<file path="config.mk">
export PLATFORM = sky130hd
export DESIGN_NAME = vpn_xlat_buf
export DESIGN_NICKNAME = d
export VERILOG_FILES = /design/src/rtl/xlat_pkg.sv /design/src/rtl/xlat_entry_array.sv /design/src/rtl/xlat_victim_pick.sv /design/src/rtl/vpn_xlat_buf.sv
export SDC_FILE = /design/constraint.sdc
export NUM_CORES = 2
export LEC_CHECK = 0
export BUFFER_PORTS_ARGS = -buffer_cell sky130_fd_sc_hd__clkbuf_2
export CORE_ASPECT_RATIO = 0.5
export CORE_MARGIN = 5
export CORE_UTILIZATION = 50
export CTS_CLUSTER_DIAMETER = 200
export CTS_CLUSTER_SIZE = 16
export DETAILED_ROUTE_END_ITERATION = 16
export GPL_ROUTABILITY_DRIVEN = 0
export GPL_TIMING_DRIVEN = 1
export MAX_ROUTING_LAYER = met4
export PLACE_DENSITY = 0.69
export SLEW_MARGIN = 40
export SYNTH_ARGS = -nofsm -noshare
export SYNTH_HDL_FRONTEND = slang
export SYNTH_SLANG_ARGS = --single-unit
</file>
<file path="constraint.sdc">
create_clock -name clk -period 6.15 [get_ports clk]
set_input_delay 1.23 -clock clk [delete_from_list [all_inputs] [get_ports clk]]
set_output_delay 1.23 -clock clk [all_outputs]
set_load 0.05 [all_outputs]
</file>
<file path="src/rtl/xlat_pkg.sv">
package xlat_pkg;
  // permission bit positions inside an entry
  localparam int PERM_RD = 0;
  localparam int PERM_WR = 1;

  // which rule chose the refill slot
  typedef enum logic [1:0] {
    VIC_SAME    = 2'd0,
    VIC_INVALID = 2'd1,
    VIC_UNREF   = 2'd2,
    VIC_RR      = 2'd3
  } vic_src_e;
endpackage

</file>
<file path="src/rtl/xlat_entry_array.sv">
module xlat_entry_array #(
  parameter int DEPTH  = 16,
  parameter int VPN_W  = 36,
  parameter int PPN_W  = 33,
  parameter int PERM_W = 2
) (
  input  logic                     clk,
  input  logic                     rst_n,
  input  logic [VPN_W-1:0]         look_vpn,
  input  logic [VPN_W-1:0]         rf_vpn,
  input  logic                     touch,
  input  logic                     set_dirty,
  input  logic                     ref_clear,
  input  logic                     flush,
  input  logic                     wr_en,
  input  logic [$clog2(DEPTH)-1:0] wr_idx,
  input  logic [PPN_W-1:0]         wr_ppn,
  input  logic [PERM_W-1:0]        wr_perm,
  output logic [DEPTH-1:0]         match_vec,
  output logic [DEPTH-1:0]         same_vec,
  output logic [DEPTH-1:0]         valid_vec,
  output logic [DEPTH-1:0]         ref_vec,
  output logic [PPN_W-1:0]         hit_ppn,
  output logic [PERM_W-1:0]        hit_perm,
  output logic                     hit_dirty
);
  localparam int IDX_W = $clog2(DEPTH);

  logic [PPN_W-1:0]  ppn_arr  [DEPTH];
  logic [PERM_W-1:0] perm_arr [DEPTH];
  logic [DEPTH-1:0]  dirty_vec;

  for (genvar g = 0; g < DEPTH; g++) begin : g_ent
    logic [VPN_W-1:0]  tag_q;
    logic [PPN_W-1:0]  ppn_q;
    logic [PERM_W-1:0] perm_q;
    logic              v_q, r_q, d_q;
    logic              sel;

    assign sel          = wr_en && (wr_idx == IDX_W'(g));
    assign match_vec[g] = v_q && (tag_q == look_vpn);
    assign same_vec[g]  = v_q && (tag_q == rf_vpn);
    assign valid_vec[g] = v_q;
    assign ref_vec[g]   = r_q;
    assign dirty_vec[g] = d_q;
    assign ppn_arr[g]   = ppn_q;
    assign perm_arr[g]  = perm_q;

    always_ff @(posedge clk or negedge rst_n) begin
      if (!rst_n) begin
        tag_q  <= '0;
        ppn_q  <= '0;
        perm_q <= '0;
        v_q    <= 1'b0;
        r_q    <= 1'b0;
        d_q    <= 1'b0;
      end else if (flush) begin
        v_q <= 1'b0;
      end else if (sel) begin
        tag_q  <= rf_vpn;
        ppn_q  <= wr_ppn;
        perm_q <= wr_perm;
        v_q    <= 1'b1;
        r_q    <= 1'b1;
        d_q    <= 1'b0;
      end else begin
        if (ref_clear)               r_q <= 1'b0;
        if (touch && match_vec[g])   r_q <= 1'b1;
        if (set_dirty && match_vec[g]) d_q <= 1'b1;
      end
    end
  end

  // one-hot OR mux of the matching entry
  always_comb begin
    hit_ppn   = '0;
    hit_perm  = '0;
    hit_dirty = 1'b0;
    for (int i = 0; i < DEPTH; i++) begin
      if (match_vec[i]) begin
        hit_ppn   = hit_ppn  | ppn_arr[i];
        hit_perm  = hit_perm | perm_arr[i];
        hit_dirty = hit_dirty | dirty_vec[i];
      end
    end
  end


  unique_tag_chk: assert property (@(posedge clk) disable iff (!rst_n)
    $onehot0(match_vec));


  flush_empties_chk: assert property (@(posedge clk) disable iff (!rst_n)
    flush |=> (valid_vec == '0));


  ref_wipe_chk: assert property (@(posedge clk) disable iff (!rst_n)
    (ref_clear && !touch && !flush && !wr_en) |=> (ref_vec == '0));
endmodule

</file>
<file path="src/rtl/xlat_victim_pick.sv">
module xlat_victim_pick
  import xlat_pkg::*;
#(
  parameter int DEPTH = 16
) (
  input  logic                     clk,
  input  logic                     rst_n,
  input  logic [DEPTH-1:0]         valid_vec,
  input  logic [DEPTH-1:0]         ref_vec,
  input  logic [DEPTH-1:0]         same_vec,
  input  logic                     accept,
  output logic [$clog2(DEPTH)-1:0] vic_idx
);
  localparam int IDX_W = $clog2(DEPTH);

  logic [IDX_W-1:0] ptr_q;
  logic [IDX_W-1:0] same_idx, inv_idx, unref_idx;
  logic             has_same, has_inv, has_unref;
  vic_src_e         src;

  always_comb begin
    same_idx  = '0; has_same  = 1'b0;
    inv_idx   = '0; has_inv   = 1'b0;
    unref_idx = '0; has_unref = 1'b0;
    for (int i = DEPTH - 1; i >= 0; i--) begin
      if (same_vec[i])                begin same_idx  = IDX_W'(i); has_same  = 1'b1; end
      if (!valid_vec[i])              begin inv_idx   = IDX_W'(i); has_inv   = 1'b1; end
      if (valid_vec[i] && !ref_vec[i]) begin unref_idx = IDX_W'(i); has_unref = 1'b1; end
    end
    if (has_same)       src = VIC_SAME;
    else if (has_inv)   src = VIC_INVALID;
    else if (has_unref) src = VIC_UNREF;
    else                src = VIC_RR;
    case (src)
      VIC_SAME:    vic_idx = same_idx;
      VIC_INVALID: vic_idx = inv_idx;
      VIC_UNREF:   vic_idx = unref_idx;
      default:     vic_idx = ptr_q;
    endcase
  end

  always_ff @(posedge clk or negedge rst_n) begin
    if (!rst_n) begin
      ptr_q <= '0;
    end else if (accept && src == VIC_RR) begin
      ptr_q <= (ptr_q == IDX_W'(DEPTH - 1)) ? '0 : ptr_q + 1'b1;
    end
  end


  hole_first_chk: assert property (@(posedge clk) disable iff (!rst_n)
    (accept && same_vec == '0 && !(&valid_vec)) |-> !valid_vec[vic_idx]);


  stale_next_chk: assert property (@(posedge clk) disable iff (!rst_n)
    (accept && same_vec == '0 && (&valid_vec) && !(&ref_vec))
      |-> !ref_vec[vic_idx]);


  rotate_last_chk: assert property (@(posedge clk) disable iff (!rst_n)
    ((&valid_vec) && (&ref_vec) && same_vec == '0) |-> (src == VIC_RR));
endmodule

</file>
<file path="src/rtl/vpn_xlat_buf.sv">
module vpn_xlat_buf
  import xlat_pkg::*;
#(
  parameter int DEPTH  = 16,
  parameter int VPN_W  = 36,
  parameter int PPN_W  = 33,
  parameter int OFS_W  = 12,
  parameter int PERM_W = 2
) (
  input  logic                    clk,
  input  logic                    rst_n,
  input  logic                    lk_valid,
  input  logic [VPN_W+OFS_W-1:0]  lk_vaddr,
  input  logic                    lk_write,
  input  logic                    ref_clear,
  input  logic                    flush,
  input  logic                    rf_valid,
  output logic                    rf_ready,
  input  logic [VPN_W-1:0]        rf_vpn,
  input  logic [PPN_W-1:0]        rf_ppn,
  input  logic [PERM_W-1:0]       rf_perm,
  output logic                    lk_hit,
  output logic                    lk_miss,
  output logic                    lk_fault,
  output logic                    lk_dirty,
  output logic [PPN_W+OFS_W-1:0]  lk_paddr
);
  localparam int VA_W  = VPN_W + OFS_W;
  localparam int IDX_W = $clog2(DEPTH);

  initial depth_range_chk: assert (DEPTH >= 2 && DEPTH <= 64 && PERM_W >= 2);

  logic [VPN_W-1:0]  look_vpn;
  logic [OFS_W-1:0]  look_ofs;
  logic [DEPTH-1:0]  match_vec, same_vec, valid_vec, ref_vec;
  logic [PPN_W-1:0]  hit_ppn;
  logic [PERM_W-1:0] hit_perm;
  logic              hit_dirty, any_match, allowed, accept;
  logic              touch, set_dirty;
  logic [IDX_W-1:0]  vic_idx;

  assign look_vpn  = lk_vaddr[VA_W-1:OFS_W];
  assign look_ofs  = lk_vaddr[OFS_W-1:0];
  assign any_match = |match_vec;
  assign allowed   = lk_write ? hit_perm[PERM_WR] : hit_perm[PERM_RD];

  assign lk_hit   = lk_valid && any_match;
  assign lk_miss  = lk_valid && !any_match;
  assign lk_fault = lk_hit && !allowed;
  assign lk_dirty = lk_hit && hit_dirty;
  assign lk_paddr = lk_hit ? {hit_ppn, look_ofs} : '0;

  assign rf_ready  = !flush;
  assign accept    = rf_valid && rf_ready;
  assign touch     = lk_valid && !flush;
  assign set_dirty = touch && lk_write && any_match && allowed;

  xlat_entry_array #(
    .DEPTH(DEPTH), .VPN_W(VPN_W), .PPN_W(PPN_W), .PERM_W(PERM_W)
  ) u_array (
    .clk       (clk),
    .rst_n     (rst_n),
    .look_vpn  (look_vpn),
    .rf_vpn    (rf_vpn),
    .touch     (touch),
    .set_dirty (set_dirty),
    .ref_clear (ref_clear),
    .flush     (flush),
    .wr_en     (accept),
    .wr_idx    (vic_idx),
    .wr_ppn    (rf_ppn),
    .wr_perm   (rf_perm),
    .match_vec (match_vec),
    .same_vec  (same_vec),
    .valid_vec (valid_vec),
    .ref_vec   (ref_vec),
    .hit_ppn   (hit_ppn),
    .hit_perm  (hit_perm),
    .hit_dirty (hit_dirty)
  );

  xlat_victim_pick #(.DEPTH(DEPTH)) u_victim (
    .clk       (clk),
    .rst_n     (rst_n),
    .valid_vec (valid_vec),
    .ref_vec   (ref_vec),
    .same_vec  (same_vec),
    .accept    (accept),
    .vic_idx   (vic_idx)
  );


  hit_needs_req_chk: assert property (@(posedge clk) disable iff (!rst_n)
    lk_hit |-> (lk_valid && !lk_miss));


  fault_on_hit_chk: assert property (@(posedge clk) disable iff (!rst_n)
    lk_fault |-> lk_hit);
endmodule

</file>
==> out/results.ini <==
[sta]
worst_slack_ns=0.0269
grt_setup_unrepaired=no
relSlewSlack_pct=38.7
setup_viol=0
hold_viol_final=0
fmax_ghz=0.163
finClkSkew_ns=0.0286
period_share_pct=99.6
layout_min_cycle_time_ns=6.12
timing.hold.ws_ns=0.384
slew_viol_final=0
fin_setup_tns_ns=0
worstMarginPinSlew_ns=0.920

[synthesis]
synth_top_family_by_area=multiplexers
ys_types=64
ys_warn_count=0
synthesis.area_sq_mm=0.0622
synthMuxAreaShare_pct=20.6
synth_compound_area_share_pct=6.06
synthAdderAreaFrac_pct=0.0201
synthCells=4977
synth_ff_type=dfrtp_1
ys_seq_elements=1188
synth_edf_count=0
synth_fp_nets=5104
synth-simple-area-share_pct=5.51
synth_area_per_cell_sq_um=12.5
synthArstFlopShare_pct=100
synth_xor_area_share_pct=15.7
yosysSeqAreaShare_pct=47.8

[place]
dp_slack_ns=0.0740
io_buffers=175
dp_hpwl_um=138000

[setup_path]
crit_type=in -> out
r2r_start=u_array.g_ent[12].tag_q[6]$_DFFE_PN0P_
required_ns=4.92
path_max_fanout=38
endpoint_kind=primary output
cp.arrival_ns=4.89
r2r-end=u_array.g_ent[0].tag_q[29]$_DFFE_PN0P_
r2r_cells=13
regToRegSetupSlack_ns=1.55
crit_path_start_kind=input pin

[hold_path]
min_path_type=in -> async

[route]
drt_iter0_markers=5277
vias_per_cell=6.52
wl_per_cell_um=32.0
wl_um=217000
ant_nets=0
dr.pass1.iters=6
num_vias=44300
drc_errors=0

[floorplanning]
num_rows=91
io_pins=176
fp.dieW_um=509
die_area_sq_mm=0.132
die_h_um=259
start_util_pct=50.4
core_area_sq_mm=0.123

[global_routing]
grt_pass1_vias=45600
grt_first_pass_wirelength_um=315000
globalRouteOverflowTotal=0
grt_usage_pct=33.4
antenna_found_initial=8
grt_max_degree=149

[power]
total_leakage_power_nw=32.2
ir_drop_mv=0.221
p_per_area_mw_per_mm2=235

[clock_tree]
postCtsSetupRepairBufs=0
numCtsBuffers=84
cts-root-buf=clkbuf_16
clock_latency_ns=0.74
htreeDepth=3
cts_tree=done
path_clk_slew_ns=0.07
clk_path_buf_depth=3
cts.sinks=1188

[cells_and_area]
nets=5238
ff_latch_area_sq_mm=0.0297
utilization_pct=56.5
layout-drive-gt1-share_pct=33.1
n_fill_cell=10200
area_growth_pct=12.2
multiInputGateArea_sq_mm=0.0299

[run_status]
status=finished, final reports clean

[flow_run]
maxCapViolCount=0

## where the power goes
group	switching, mW	internal (mW)
clock	2.88	2.47
combinational	1.29	1.03
sequential	0.447	8.30
## critical path: stages
cell and delay [ns]:
clkbuf_2 0.47, xnor2_1 0.18, nand4_1 0.10, nor4_1 0.46, nand4_1 0.18, nor4_2 0.47, buf_4 0.26, buf_12 0.31
a221o_1 0.21, a2111oi_0 0.06, buf_4 0.18, a21oi_1 0.36, nor2_1 0.16, buf_12 0.18
## cell usage in the layout (no fill, tap or decap), types with 20 or more instances in the layout
cell type	netlist	final
nand3_1	35	35
mux2_2	1067	1067
clkbuf_2	0	121
a21oi_1	30	30
dfrtp_1	1188	1188
a41oi_1	35	35
xnor2_1	545	545
a221oi_1	136	136
clkbuf_16	0	84
buf_4	43	208
nor4_1	169	166
nor2_1	31	31
nand4_1	169	169
buf_12	0	160
nor3_1	40	25
nand2_1	30	30
nand2b_1	33	32
mux2_1	62	62
o21ai_0	20	20
xor2_1	571	571
inv_1	50	50
a22o_1	138	138
## sequential cells by signal, indices dropped and copies added (netlist names)
| signal | flops |
|---|---|
| u_array.g_ent.r_q | 16 |
| u_array.g_ent.ppn_q | 528 |
| u_array.g_ent.tag_q | 576 |
| u_victim.ptr_q | 4 |
| u_array.g_ent.d_q | 16 |
| u_array.g_ent.v_q | 16 |
| u_array.g_ent.perm_q | 32 |
## area by class of cell
class                           instances  share of cell area [%]
Multi-Input combinational cell       3287                    42.9
Sequential cell                      1188                    42.6
Timing Repair Buffer                  500                    7.96
Clock buffer                           84                    3.01
Tap cell                             1674                    3.00
Inverter                               50                   0.269
Clock inverter                          8                   0.249
Antenna cell                            6                  0.0215
## per-layer routing
layer / GRT usage [%] / part of all wire [%]
met5: - / 0
met4: 16.9 / 6.2
met3: 7.29 / 10
met2: 49.9 / 45
met1: 43.2 / 39
## cells in the mapped netlist (all sizes together) (3+ instances only)
master   instances  area share (%)
a22oi           14            0.17
buf            276             3.0
a41oi           35            0.49
o22ai            4           0.040
a31oi            6           0.060
nor2b            7           0.070
nand2           30            0.18
nand4          169             1.7
o2111ai          4           0.056
a21o            14            0.17
and3            12            0.12
clkbuf         176             1.1
o211ai           6           0.072
and2            15            0.15
o221ai           6           0.084
a221o           10            0.16
nor3            41            0.35
a21boi           5           0.066
a211o            3           0.042
mux2i            9            0.14
xnor2          545             7.7
a22o           138             1.9
nand3           37            0.31
and4            12            0.17
nor2            31            0.19
xor2           571             8.0
a222oi           7            0.11
nand2b          33            0.33
a2111oi          3           0.042
mux2          1129              20
inv             50            0.30
or4              3           0.036
or3              9           0.091
a21oi           30            0.24
a311oi           3           0.042
a221oi         136             1.9
nor4           169             1.7
dfrtp         1188              48
o21ai           20            0.16
## cells by family after synthesis
kind of cell,Yosys count
and+or+nand+nor,575
DFF,1188
xor gates and xnor gates,1116
buffers and inverters,502
AOI/OAI and AO/OA,457
muxes,1138
adders and majority gates,1
## how the worst max path moves through the flow
| stage | startpoint | to | slack [ns] | cells after the start |
|---|---|---|---|---|
| after global routing | lk_vaddr[39] | lk_fault | 0.007 | 14 |
| after floorplan | lk_vaddr[47] | lk_paddr[19] | 0.24 | 11 |
| after global placement | lk_vaddr[44] | lk_fault | 0.08 | 14 |
| final | lk_vaddr[39] | lk_fault | 0.03 | 14 |
| after detailed placement | lk_vaddr[44] | lk_fault | 0.07 | 14 |
| after CTS | lk_vaddr[44] | lk_fault | 0.05 | 14 |
## metrics by stage
step	cell area [sq um]	power [mW]	std cells
2_1_floorplan	62200	10.2	4977
3_3_place_gp	67300	11.1	6694
3_5_place_dp	67400	11.2	6696
4_1_cts	69700	16.4	6788
5_1_grt	69800	16.9	6796
6_report	69800	16.4	6797
## what timing repair did
item	4_1_cts	5_1_grt
hold buffers	0	0
setup endpoints to repair	0	1
gates resized for setup	0	9
No activity file was read; power rests on OpenSTA's default activity.
